==> config.mk <==
export PLATFORM = sky130hd
export DESIGN_NAME = mseq_top
export DESIGN_NICKNAME = d
export VERILOG_FILES = /design/src/rtl/mseq_pkg.sv /design/src/rtl/mseq_timer.sv /design/src/rtl/mseq_datapath.sv /design/src/rtl/mseq_pads.sv /design/src/rtl/mseq_top.sv
export SDC_FILE = /design/constraint.sdc
export NUM_CORES = 1
export LEC_CHECK = 0
export CORE_UTILIZATION = 62
export CTS_BUF_LIST = sky130_fd_sc_hd__clkbuf_8 sky130_fd_sc_hd__clkbuf_16
export DETAILED_ROUTE_END_ITERATION = 10
export DONT_BUFFER_PORTS = 1
export PLACE_DENSITY_LB_ADDON = 0.3
export SLEW_MARGIN = 10
export SYNTH_ARGS = -nofsm -noshare
export SYNTH_HDL_FRONTEND = slang
export SYNTH_SLANG_ARGS = --single-unit
==> constraint.sdc <==
create_clock -name clk -period 2 [get_ports clk]
set_input_delay 0.1 -clock clk [delete_from_list [all_inputs] [get_ports clk]]
set_output_delay 0.1 -clock clk [all_outputs]
set_load 0.01 [all_outputs]
==> src/rtl/mseq_pkg.sv <==
// Shared types of the memory access sequencer.
package mseq_pkg;
    // Phase of one external access; IDLE means chip select is inactive.
    typedef enum logic [1:0] {
        PH_IDLE,
        PH_LEAD,
        PH_STROBE,
        PH_TAIL
    } phase_t;
endpackage

==> src/rtl/mseq_timer.sv <==
// Phase timer: walks one access through lead, strobe and tail phases,
// each lasting a parameter number of core clocks chosen by direction.
// Assumes every length parameter is at least 1.
module mseq_timer
    import mseq_pkg::*;
#(
    parameter int RD_LEAD  = 2,
    parameter int RD_PULSE = 3,
    parameter int WR_LEAD  = 1,
    parameter int WR_PULSE = 4,
    parameter int TAIL_LEN = 1
) (
    input  logic   clk,
    input  logic   rst_n,
    input  logic   pwr_down,
    input  logic   req_valid,
    input  logic   req_write,
    output phase_t phase,
    output logic   is_write,
    output logic   accept,
    output logic   capture
);
    localparam int MAX_A  = (RD_LEAD > WR_LEAD) ? RD_LEAD : WR_LEAD;
    localparam int MAX_B  = (RD_PULSE > WR_PULSE) ? RD_PULSE : WR_PULSE;
    localparam int MAX_C  = (MAX_A > MAX_B) ? MAX_A : MAX_B;
    localparam int MAXLEN = (MAX_C > TAIL_LEN) ? MAX_C : TAIL_LEN;
    localparam int CNT_W  = $clog2(MAXLEN + 1);

    logic [CNT_W-1:0] cnt;
    logic [CNT_W-1:0] lead_last;
    logic [CNT_W-1:0] pulse_last;
    logic [CNT_W-1:0] tail_last;

    // Last count value of each phase for the current direction.
    always_comb begin
        lead_last  = is_write ? CNT_W'(WR_LEAD - 1)  : CNT_W'(RD_LEAD - 1);
        pulse_last = is_write ? CNT_W'(WR_PULSE - 1) : CNT_W'(RD_PULSE - 1);
        tail_last  = CNT_W'(TAIL_LEN - 1);
    end

    // Request acceptance and read-capture strobe.
    always_comb begin
        accept  = (phase == PH_IDLE) && req_valid && !pwr_down;
        capture = (phase == PH_STROBE) && (cnt == pulse_last) && !is_write && !pwr_down;
    end

    // Phase and counter sequencing; power-down drops the access.
    always_ff @(posedge clk) begin
        if (!rst_n || pwr_down) begin
            phase    <= PH_IDLE;
            cnt      <= '0;
            is_write <= 1'b0;
        end else begin
            case (phase)
                PH_IDLE: begin
                    if (accept) begin
                        phase    <= PH_LEAD;
                        is_write <= req_write;
                        cnt      <= '0;
                    end
                end
                PH_LEAD: begin
                    if (cnt == lead_last) begin
                        phase <= PH_STROBE;
                        cnt   <= '0;
                    end else begin
                        cnt <= cnt + 1'b1;
                    end
                end
                PH_STROBE: begin
                    if (cnt == pulse_last) begin
                        phase <= PH_TAIL;
                        cnt   <= '0;
                    end else begin
                        cnt <= cnt + 1'b1;
                    end
                end
                default: begin
                    if (cnt == tail_last) begin
                        phase <= PH_IDLE;
                        cnt   <= '0;
                    end else begin
                        cnt <= cnt + 1'b1;
                    end
                end
            endcase
        end
    end
endmodule

==> src/rtl/mseq_datapath.sv <==
// Datapath: holds the accepted address and write data for the whole
// access and captures the read word on the timer's capture strobe.
module mseq_datapath #(
    parameter int AW = 24,
    parameter int DW = 16
) (
    input  logic          clk,
    input  logic          rst_n,
    input  logic          accept,
    input  logic          capture,
    input  logic [AW-1:0] req_addr,
    input  logic [DW-1:0] req_wdata,
    input  logic [DW-1:0] dq_in,
    output logic [AW-1:0] addr_q,
    output logic [DW-1:0] wdata_q,
    output logic [DW-1:0] rdata_q
);
    // Request registers, loaded only when a new access starts.
    always_ff @(posedge clk) begin
        if (!rst_n) begin
            addr_q  <= '0;
            wdata_q <= '0;
        end else if (accept) begin
            addr_q  <= req_addr;
            wdata_q <= req_wdata;
        end
    end

    // Read word, sampled at the end of the output-enable pulse.
    always_ff @(posedge clk) begin
        if (!rst_n) begin
            rdata_q <= '0;
        end else if (capture) begin
            rdata_q <= dq_in;
        end
    end
endmodule

==> src/rtl/mseq_pads.sv <==
// Pin decode: turns the phase into active-low strobes and bus enables.
// Power-down overrides every pin combinationally.
module mseq_pads
    import mseq_pkg::*;
(
    input  phase_t phase,
    input  logic   is_write,
    input  logic   pwr_down,
    output logic   cs_n,
    output logic   oe_n,
    output logic   we_n,
    output logic   addr_oe,
    output logic   dq_oe,
    output logic   ack
);
    logic active;
    logic strobe;

    // Strobe, enable and acknowledge decode.
    always_comb begin
        active  = (phase != PH_IDLE) && !pwr_down;
        strobe  = active && (phase == PH_STROBE);
        cs_n    = !active;
        oe_n    = !(strobe && !is_write);
        we_n    = !(strobe && is_write);
        addr_oe = !pwr_down;
        dq_oe   = active && is_write;
        ack     = active && (phase == PH_TAIL);
    end
endmodule

==> src/rtl/mseq_top.sv <==
// External ROM/flash access sequencer, top level. Accepts one request at
// a time through a valid/acknowledge port and runs a fixed-length bus
// cycle. Assumes the requester keeps req_valid high until it is accepted.
module mseq_top
    import mseq_pkg::*;
#(
    parameter int AW       = 24,
    parameter int DW       = 16,
    parameter int RD_LEAD  = 2,
    parameter int RD_PULSE = 3,
    parameter int WR_LEAD  = 1,
    parameter int WR_PULSE = 4,
    parameter int TAIL_LEN = 1
) (
    input  logic          clk,
    input  logic          rst_n,
    input  logic          pwr_down,
    input  logic          req_valid,
    input  logic          req_write,
    input  logic [AW-1:0] req_addr,
    input  logic [DW-1:0] req_wdata,
    output logic          req_ack,
    output logic [DW-1:0] rsp_rdata,
    output logic [AW-1:0] mem_addr,
    output logic          mem_addr_oe,
    output logic          mem_cs_n,
    output logic          mem_oe_n,
    output logic          mem_we_n,
    output logic [DW-1:0] mem_dq_out,
    output logic          mem_dq_oe,
    input  logic [DW-1:0] mem_dq_in
);
    phase_t phase;
    logic   is_write;
    logic   accept;
    logic   capture;

    mseq_timer #(
        .RD_LEAD (RD_LEAD),
        .RD_PULSE(RD_PULSE),
        .WR_LEAD (WR_LEAD),
        .WR_PULSE(WR_PULSE),
        .TAIL_LEN(TAIL_LEN)
    ) timer_i (
        .clk      (clk),
        .rst_n    (rst_n),
        .pwr_down (pwr_down),
        .req_valid(req_valid),
        .req_write(req_write),
        .phase    (phase),
        .is_write (is_write),
        .accept   (accept),
        .capture  (capture)
    );

    mseq_datapath #(
        .AW(AW),
        .DW(DW)
    ) dp_i (
        .clk      (clk),
        .rst_n    (rst_n),
        .accept   (accept),
        .capture  (capture),
        .req_addr (req_addr),
        .req_wdata(req_wdata),
        .dq_in    (mem_dq_in),
        .addr_q   (mem_addr),
        .wdata_q  (mem_dq_out),
        .rdata_q  (rsp_rdata)
    );

    mseq_pads pads_i (
        .phase   (phase),
        .is_write(is_write),
        .pwr_down(pwr_down),
        .cs_n    (mem_cs_n),
        .oe_n    (mem_oe_n),
        .we_n    (mem_we_n),
        .addr_oe (mem_addr_oe),
        .dq_oe   (mem_dq_oe),
        .ack     (req_ack)
    );
endmodule

==> results of run 1 <==
-- per-stage QoR --
step           hold slack [ns]  std cells  setup WS, ns
3_5_place_dp             0.241        327         0.292
6_report                0.0237        403         0.184
4_1_cts                 0.0142        402         0.171
5_1_grt                 0.0126        402        0.0777
2_1_floorplan            0.235        292         0.552
3_3_place_gp             0.236        327         0.408
-- flip-flops by register name, indices dropped and copies added (netlist names) --
signal / count
dp_i.addr_q: 24
timer_i.cnt: 3
timer_i.is_write: 1
dp_i.wdata_q: 16
timer_i.phase: 2
dp_i.rdata_q: 16
-- power by group --
| group | switching, mW | internal [mW] |
|---|---|---|
| clock network | 0.464 | 0.798 |
| registers | 0.0520 | 1.28 |
| logic | 0.125 | 0.150 |
| total | 0.641 | 2.22 |
-- layout make-up --
class | instances | area (µm²) | area share
inverters | 7 | 26.3 | 0.00758
diodes | 1 | 2.50 | 0.000722
repair buffers | 61 | 641 | 0.185
well taps | 50 | 62.6 | 0.0180
flip-flops and latches | 62 | 1240 | 0.358
multi-input cells | 206 | 1260 | 0.363
clock inverters | 4 | 68.8 | 0.0198
clock buffers | 12 | 165 | 0.0476
-- Yosys cell counts (2+ instances only) --
| cell type | number | area, µm² |
|---|---|---|
| nand2_1 | 87 | 327 |
| dfxtp_1 | 62 | 1240 |
| a21boi_1 | 36 | 270 |
| mux2i_1 | 18 | 180 |
| nor2b_1 | 18 | 113 |
| clkbuf_1 | 12 | 45.0 |
| ha_1 | 6 | 75.1 |
| inv_1 | 6 | 22.5 |
| nor2_1 | 6 | 22.5 |
| a21boi_0 | 4 | 30.0 |
| buf_2 | 4 | 20.0 |
| nand3_1 | 4 | 20.0 |
| o21ai_1 | 4 | 20.0 |
| nand2b_1 | 3 | 18.8 |
| o2bb2ai_1 | 3 | 26.3 |
| a211oi_1 | 2 | 15.0 |
| nand3b_1 | 2 | 15.0 |
| nand4_1 | 2 | 12.5 |
-- cell families after synthesis --
kind of cell | after synthesis | synth area share
muxes | 18 | 0.0693
adders and majority gates | 6 | 0.0289
buffers and inverters | 24 | 0.0395
AOI/OAI and AO/OA | 53 | 0.152
xor gates and xnor gates | 1 | 0.00337
and+or+nand+nor | 128 | 0.230
DFF | 62 | 0.478
-- what timing repair did --
action	CTS	global route
setup endpoints to repair	0	1
hold buffers	59	0
hold endpoints to repair	57	0
resized for setup	0	1
-- metal layers --
metal / up-vias / GRT usage
li1: 1078 / -
met1: 1070 / 0.316
met2: 116 / 0.595
met3: 22 / 0.139
met4: 0 / 0.136
met5: - / 0
-- worst max-delay path by stage --
stage / from / endpoint / slack [ns] / cells after the start
after CTS: timer_i.phase[0]$_SDFFE_PP0P_ / req_ack / 0.17 / 5
after global routing: timer_i.phase[0]$_SDFFE_PP0P_ / req_ack / 0.08 / 5
after global placement: timer_i.phase[0]$_SDFFE_PP0P_ / dp_i.addr_q[1]$_SDFFE_PN0P_ / 0.41 / 7
final: timer_i.phase[0]$_SDFFE_PP0P_ / timer_i.cnt[1]$_SDFFE_PP0P_ / 0.18 / 6
after detailed placement: timer_i.phase[0]$_SDFFE_PP0P_ / dp_i.addr_q[0]$_SDFFE_PN0P_ / 0.29 / 7
after floorplan: timer_i.phase[0]$_SDFFE_PP0P_ / dp_i.addr_q[0]$_SDFFE_PN0P_ / 0.55 / 7
==> results.json, run 1 <==
{
  "status": "complete, no violations",
  "die-height_um": 66.7,
  "dieArea_um2": 4450,
  "tightest_slew_ns": 0.432,
  "vias": 2286,
  "critPathSlowestCell": "a211oi_1",
  "crit_path_end_kind": "register",
  "peakVddDrop_mv": 0.552,
  "antenna_found_initial": 0,
  "detail_route.wl_per_cell_um": 17.5,
  "cts_setup_buffers": 0,
  "ys_seq_area_frac": 0.478,
  "hold_end": "timer_i.is_write$_SDFFE_PP0P_",
  "finalInstanceArea_um2": 3470,
  "dp_hpwl_mm": 3.51,
  "drive_gt1_frac": 0.0682,
  "grt.overflow.total": 0,
  "power.total_mw": 2.87,
  "max_clock_freq_ghz": 0.551,
  "cts_buffer_depth": 2,
  "cp_max_fo": 10,
  "core_um2": 4000,
  "met2WireLength_mm": 3.85,
  "start_kind": "register",
  "ant_nets": 0,
  "critPathKind": "reg -> reg",
  "finalSetupViolCount": 0,
  "drc": 0,
  "m1WireLength_mm": 2.50,
  "skew_ns": 0.00973,
  "clock-sinks": 62,
  "worstHoldStart": "pwr_down",
  "final_util": 0.867,
  "synth_area_per_cell_um2": 8.90,
  "cts_tree": "done",
  "clk_pin_slew_ns": 0.07,
  "totalWireLength_mm": 7.06,
  "fin_crit_sh": 0.908,
  "via_per_inst": 5.67,
  "cp.required_ns": 2.24,
  "area_delta_synth_final_pct": 33.4,
  "hold_depth": 2,
  "placed_area_um2": 2630,
  "async_flop_share": 0,
  "r2r_start": "timer_i.phase[0]$_SDFFE_PP0P_",
  "cap_violations": 0,
  "yosysUniqueCellTypes": 31,
  "first_pass_iters": 5,
  "period_needed_ns": 1.82,
  "grt_usage": 0.326,
  "maxUsedRoutingLayer": "met4",
  "cp_cell_sequence": "inv_1 > ha_1 > nor3_1 > a211oi_1 > nand2_1 > o21ai_1",
  "hold_class": "in -> reg",
  "crit_buf_inv": 1,
  "fillers": 208,
  "htreeDepth": 3,
  "die_w_um": 66.7,
  "synth_edf_count": 0,
  "cellLeakagePower_nw": 1.39,
  "place_congestion": 0.872,
  "syn_nets": 359,
  "initial_core_util": 0.650,
  "rsz0062_at_grt": "no",
  "mostFrequentLayoutCells": "nand2_1, dfxtp_1, dlygate4sd3_1",
  "io_pins": 123,
  "cts_root_buf": "clkbuf_8",
  "grt_max_degree": 58,
  "final-max-slew-violation-count": 0,
  "r2r-end": "timer_i.cnt[1]$_SDFFE_PP0P_",
  "slew_headroom": 0.710,
  "yosys_warnings": 0,
  "nNetsFinal": 414,
  "clock_latency_ns": 0.33,
  "crit_family": "compound AO/OA/AOI/OAI gates",
  "io_buffers": 0,
  "reg2reg_slack_ns": 0.18,
  "final_common_cell": "nand2_1",
  "synth_ff_type": "dfxtp_1",
  "hold_viol_final": 0,
  "grt_pass1_vias": 2227,
  "fin_setup_tns_ns": 0,
  "cts_buffers": 9,
  "grt_pass1_wl_mm": 10.5,
  "synthCells": 292,
  "powerDensity_nw_per_um2": 826,
  "slowest_delay_ns": 0.42,
  "synth-seq-cells": 62,
  "cp.arrival_ns": 2.06,
  "drt_iter0_drc": 94,
  "r2r_cells": 6,
  "synth_area_um2": 2600,
  "rows": 23,
  "wl_met3_um": 538
}
Power figures use the tool's default switching activity.
==> run 2, diff against run 1 <==
- CORE_UTILIZATION: 62 -> 47
- clock period: 2 -> 2.1 ns (I/O delays scaled with it)
==> run 2 against run 1 <==
Compared with the run above:
- combinational power shrank 8.8%
- first-iteration DRC count decreased by 31%
- sequential share of layout area grew 0.62 points
- clock skew shrank 0.0041 ns
- routed wire length down 12%
- sequential power is 5% lower
- worst hold slack worse by 0.0011 ns
- die area rose by 31%
- largest cell class unchanged
- highest routed layer unchanged
==> results.json, run 2 (synthesis gave the netlist of run 1 again) <==
{
  "totalWireLength_mm": 6.25,
  "drc": 0,
  "cts_setup_buffers": 0,
  "diodes": 0,
  "largest_reg_flops": 24,
  "clock_latency_ns": 0.33,
  "fin_cells": 422,
  "cp_max_fo": 12,
  "nNetsFinal": 414,
  "place_congestion": 0.841,
  "rsz0062_at_grt": "no",
  "dp_hpwl_mm": 3.55,
  "ant_nets": 0,
  "start_kind": "register",
  "hold_class": "in -> reg",
  "critPathKind": "reg -> out",
  "period_needed_ns": 1.81,
  "hold_viol_final": 0,
  "fin_crit_sh": 0.862,
  "vias": 2181,
  "io_pins": 123,
  "peakVddDrop_mv": 0.487,
  "cp_cell_sequence": "inv_1 > ha_1 > nor2_1 > inv_1 > nor2_1",
  "status": "complete, no violations",
  "skew_ns": 0.00562,
  "io_buffers": 0,
  "cp.required_ns": 2.00,
  "grt.overflow.total": 0,
  "cap_violations": 0,
  "mostFrequentLayoutCells": "nand2_1, dfxtp_1, dlygate4sd3_1",
  "clock-sinks": 62,
  "core_um2": 5200,
  "largestRegisters": "dp_i.addr_q (24), dp_i.rdata_q (16), dp_i.wdata_q (16)",
  "rows": 26,
  "powerDensity_nw_per_um2": 702,
  "crit_family": "simple AND/OR/NAND/NOR gates",
  "tightest_slew_ns": 0.400,
  "final_common_cell": "nand2_1",
  "antenna_found_initial": 0,
  "cts_tree": "done",
  "initial_core_util": 0.499,
  "grt_util_met3": 0.0790,
  "place_inst": 347,
  "placed_area_um2": 2640,
  "grt_max_degree": 58,
  "power.total_mw": 2.39,
  "die_w_um": 76.4,
  "grt.met1_usage": 0.229,
  "final.setup.worst_slack_ns": 0.291,
  "slew_headroom": 0.734,
  "area_delta_synth_final_pct": 31.2,
  "finalInstanceArea_um2": 3410,
  "regMostFlops": "dp_i.addr_q",
  "htreeDepth": 3,
  "die-height_um": 76.4,
  "cts_buffer_depth": 2,
  "gr-usage-met2": 0.395,
  "crit_path_end_kind": "output port",
  "reg2reg_slack_ns": 0.34,
  "detail_route.wl_per_cell_um": 14.8,
  "cts_buffers": 9,
  "crit_buf_inv": 2,
  "grt_usage": 0.223,
  "cellLeakagePower_nw": 1.36,
  "drive_gt1_frac": 0.0625,
  "first_pass_iters": 4,
  "fin_setup_tns_ns": 0,
  "critPathSlowestCell": "dfxtp_1",
  "drt_iter0_drc": 65,
  "via_per_inst": 5.17,
  "grt.busiest_layer": "met2",
  "dieArea_um2": 5830,
  "clk_pin_slew_ns": 0.06,
  "grt_pass1_vias": 2201,
  "slowest_delay_ns": 0.38,
  "final-max-slew-violation-count": 0,
  "max_clock_freq_ghz": 0.553,
  "dp_slack_ns": 0.410,
  "grt_pass1_wl_mm": 10.1,
  "finalSetupViolCount": 0,
  "cts_root_buf": "clkbuf_8",
  "cp.arrival_ns": 1.70
}
[run 2: power breakdown]
group,total (mW),switching (mW),internal [mW]
logic,0.250,0.111,0.139
registers,1.26,0.0477,1.22
clock network,0.877,0.432,0.445
[run 2: metrics by stage]
| step | hold slack, ns | utilization |
|---|---|---|
| 2_1_floorplan | 0.240 | - |
| 3_3_place_gp | 0.242 | 0.507 |
| 3_5_place_dp | 0.247 | 0.507 |
| 4_1_cts | 0.0140 | 0.655 |
| 5_1_grt | 0.0351 | 0.655 |
| 6_report | 0.0226 | 0.655 |
[run 2: worst paths after layout]
kind                                                     from                             to  cells after the start
worst max register to register  timer_i.phase[0]$_SDFFE_PP0P_  timer_i.is_write$_SDFFE_PP0P_                      5
worst min register to register   dp_i.addr_q[20]$_SDFFE_PN0P_   dp_i.addr_q[20]$_SDFFE_PN0P_                      2
worst min-delay path                                 pwr_down  timer_i.is_write$_SDFFE_PP0P_                      2
worst max-delay path            timer_i.phase[0]$_SDFFE_PP0P_                        req_ack                      5
[run 2: routing by layer]
metal  wire length, µm  share of wire
met5                 0              0
met4               133          0.021
met3               482          0.077
met2              3210           0.51
met1              2410           0.39
[run 2: what timing repair did]
action / in CTS / in global routing
endpoints found under the hold margin: 57 / 0
hold buffers: 59 / 0
gates resized for setup: 0 / 0
[run 2: final cells by class]
type                            count  area (µm²)
Fill cell                         437        1800
Inverter                            7        26.3
Tap cell                           70        87.6
Sequential cell                    62        1240
Multi-Input combinational cell    206        1260
Clock buffer                       10         138
Timing Repair Buffer               61         628
Clock inverter                      6        30.0
[run 2: worst reg2reg max path: cells and delay by family, from the launching register on]
family                   cells  cell delay, ns
buffers and inverters        2            0.67
adder cells (fa/ha/maj)      1            0.39
flip-flops                   1            0.34
AO/OA/AOI/OAI                1            0.15
AND/OR/NAND/NOR              1            0.14
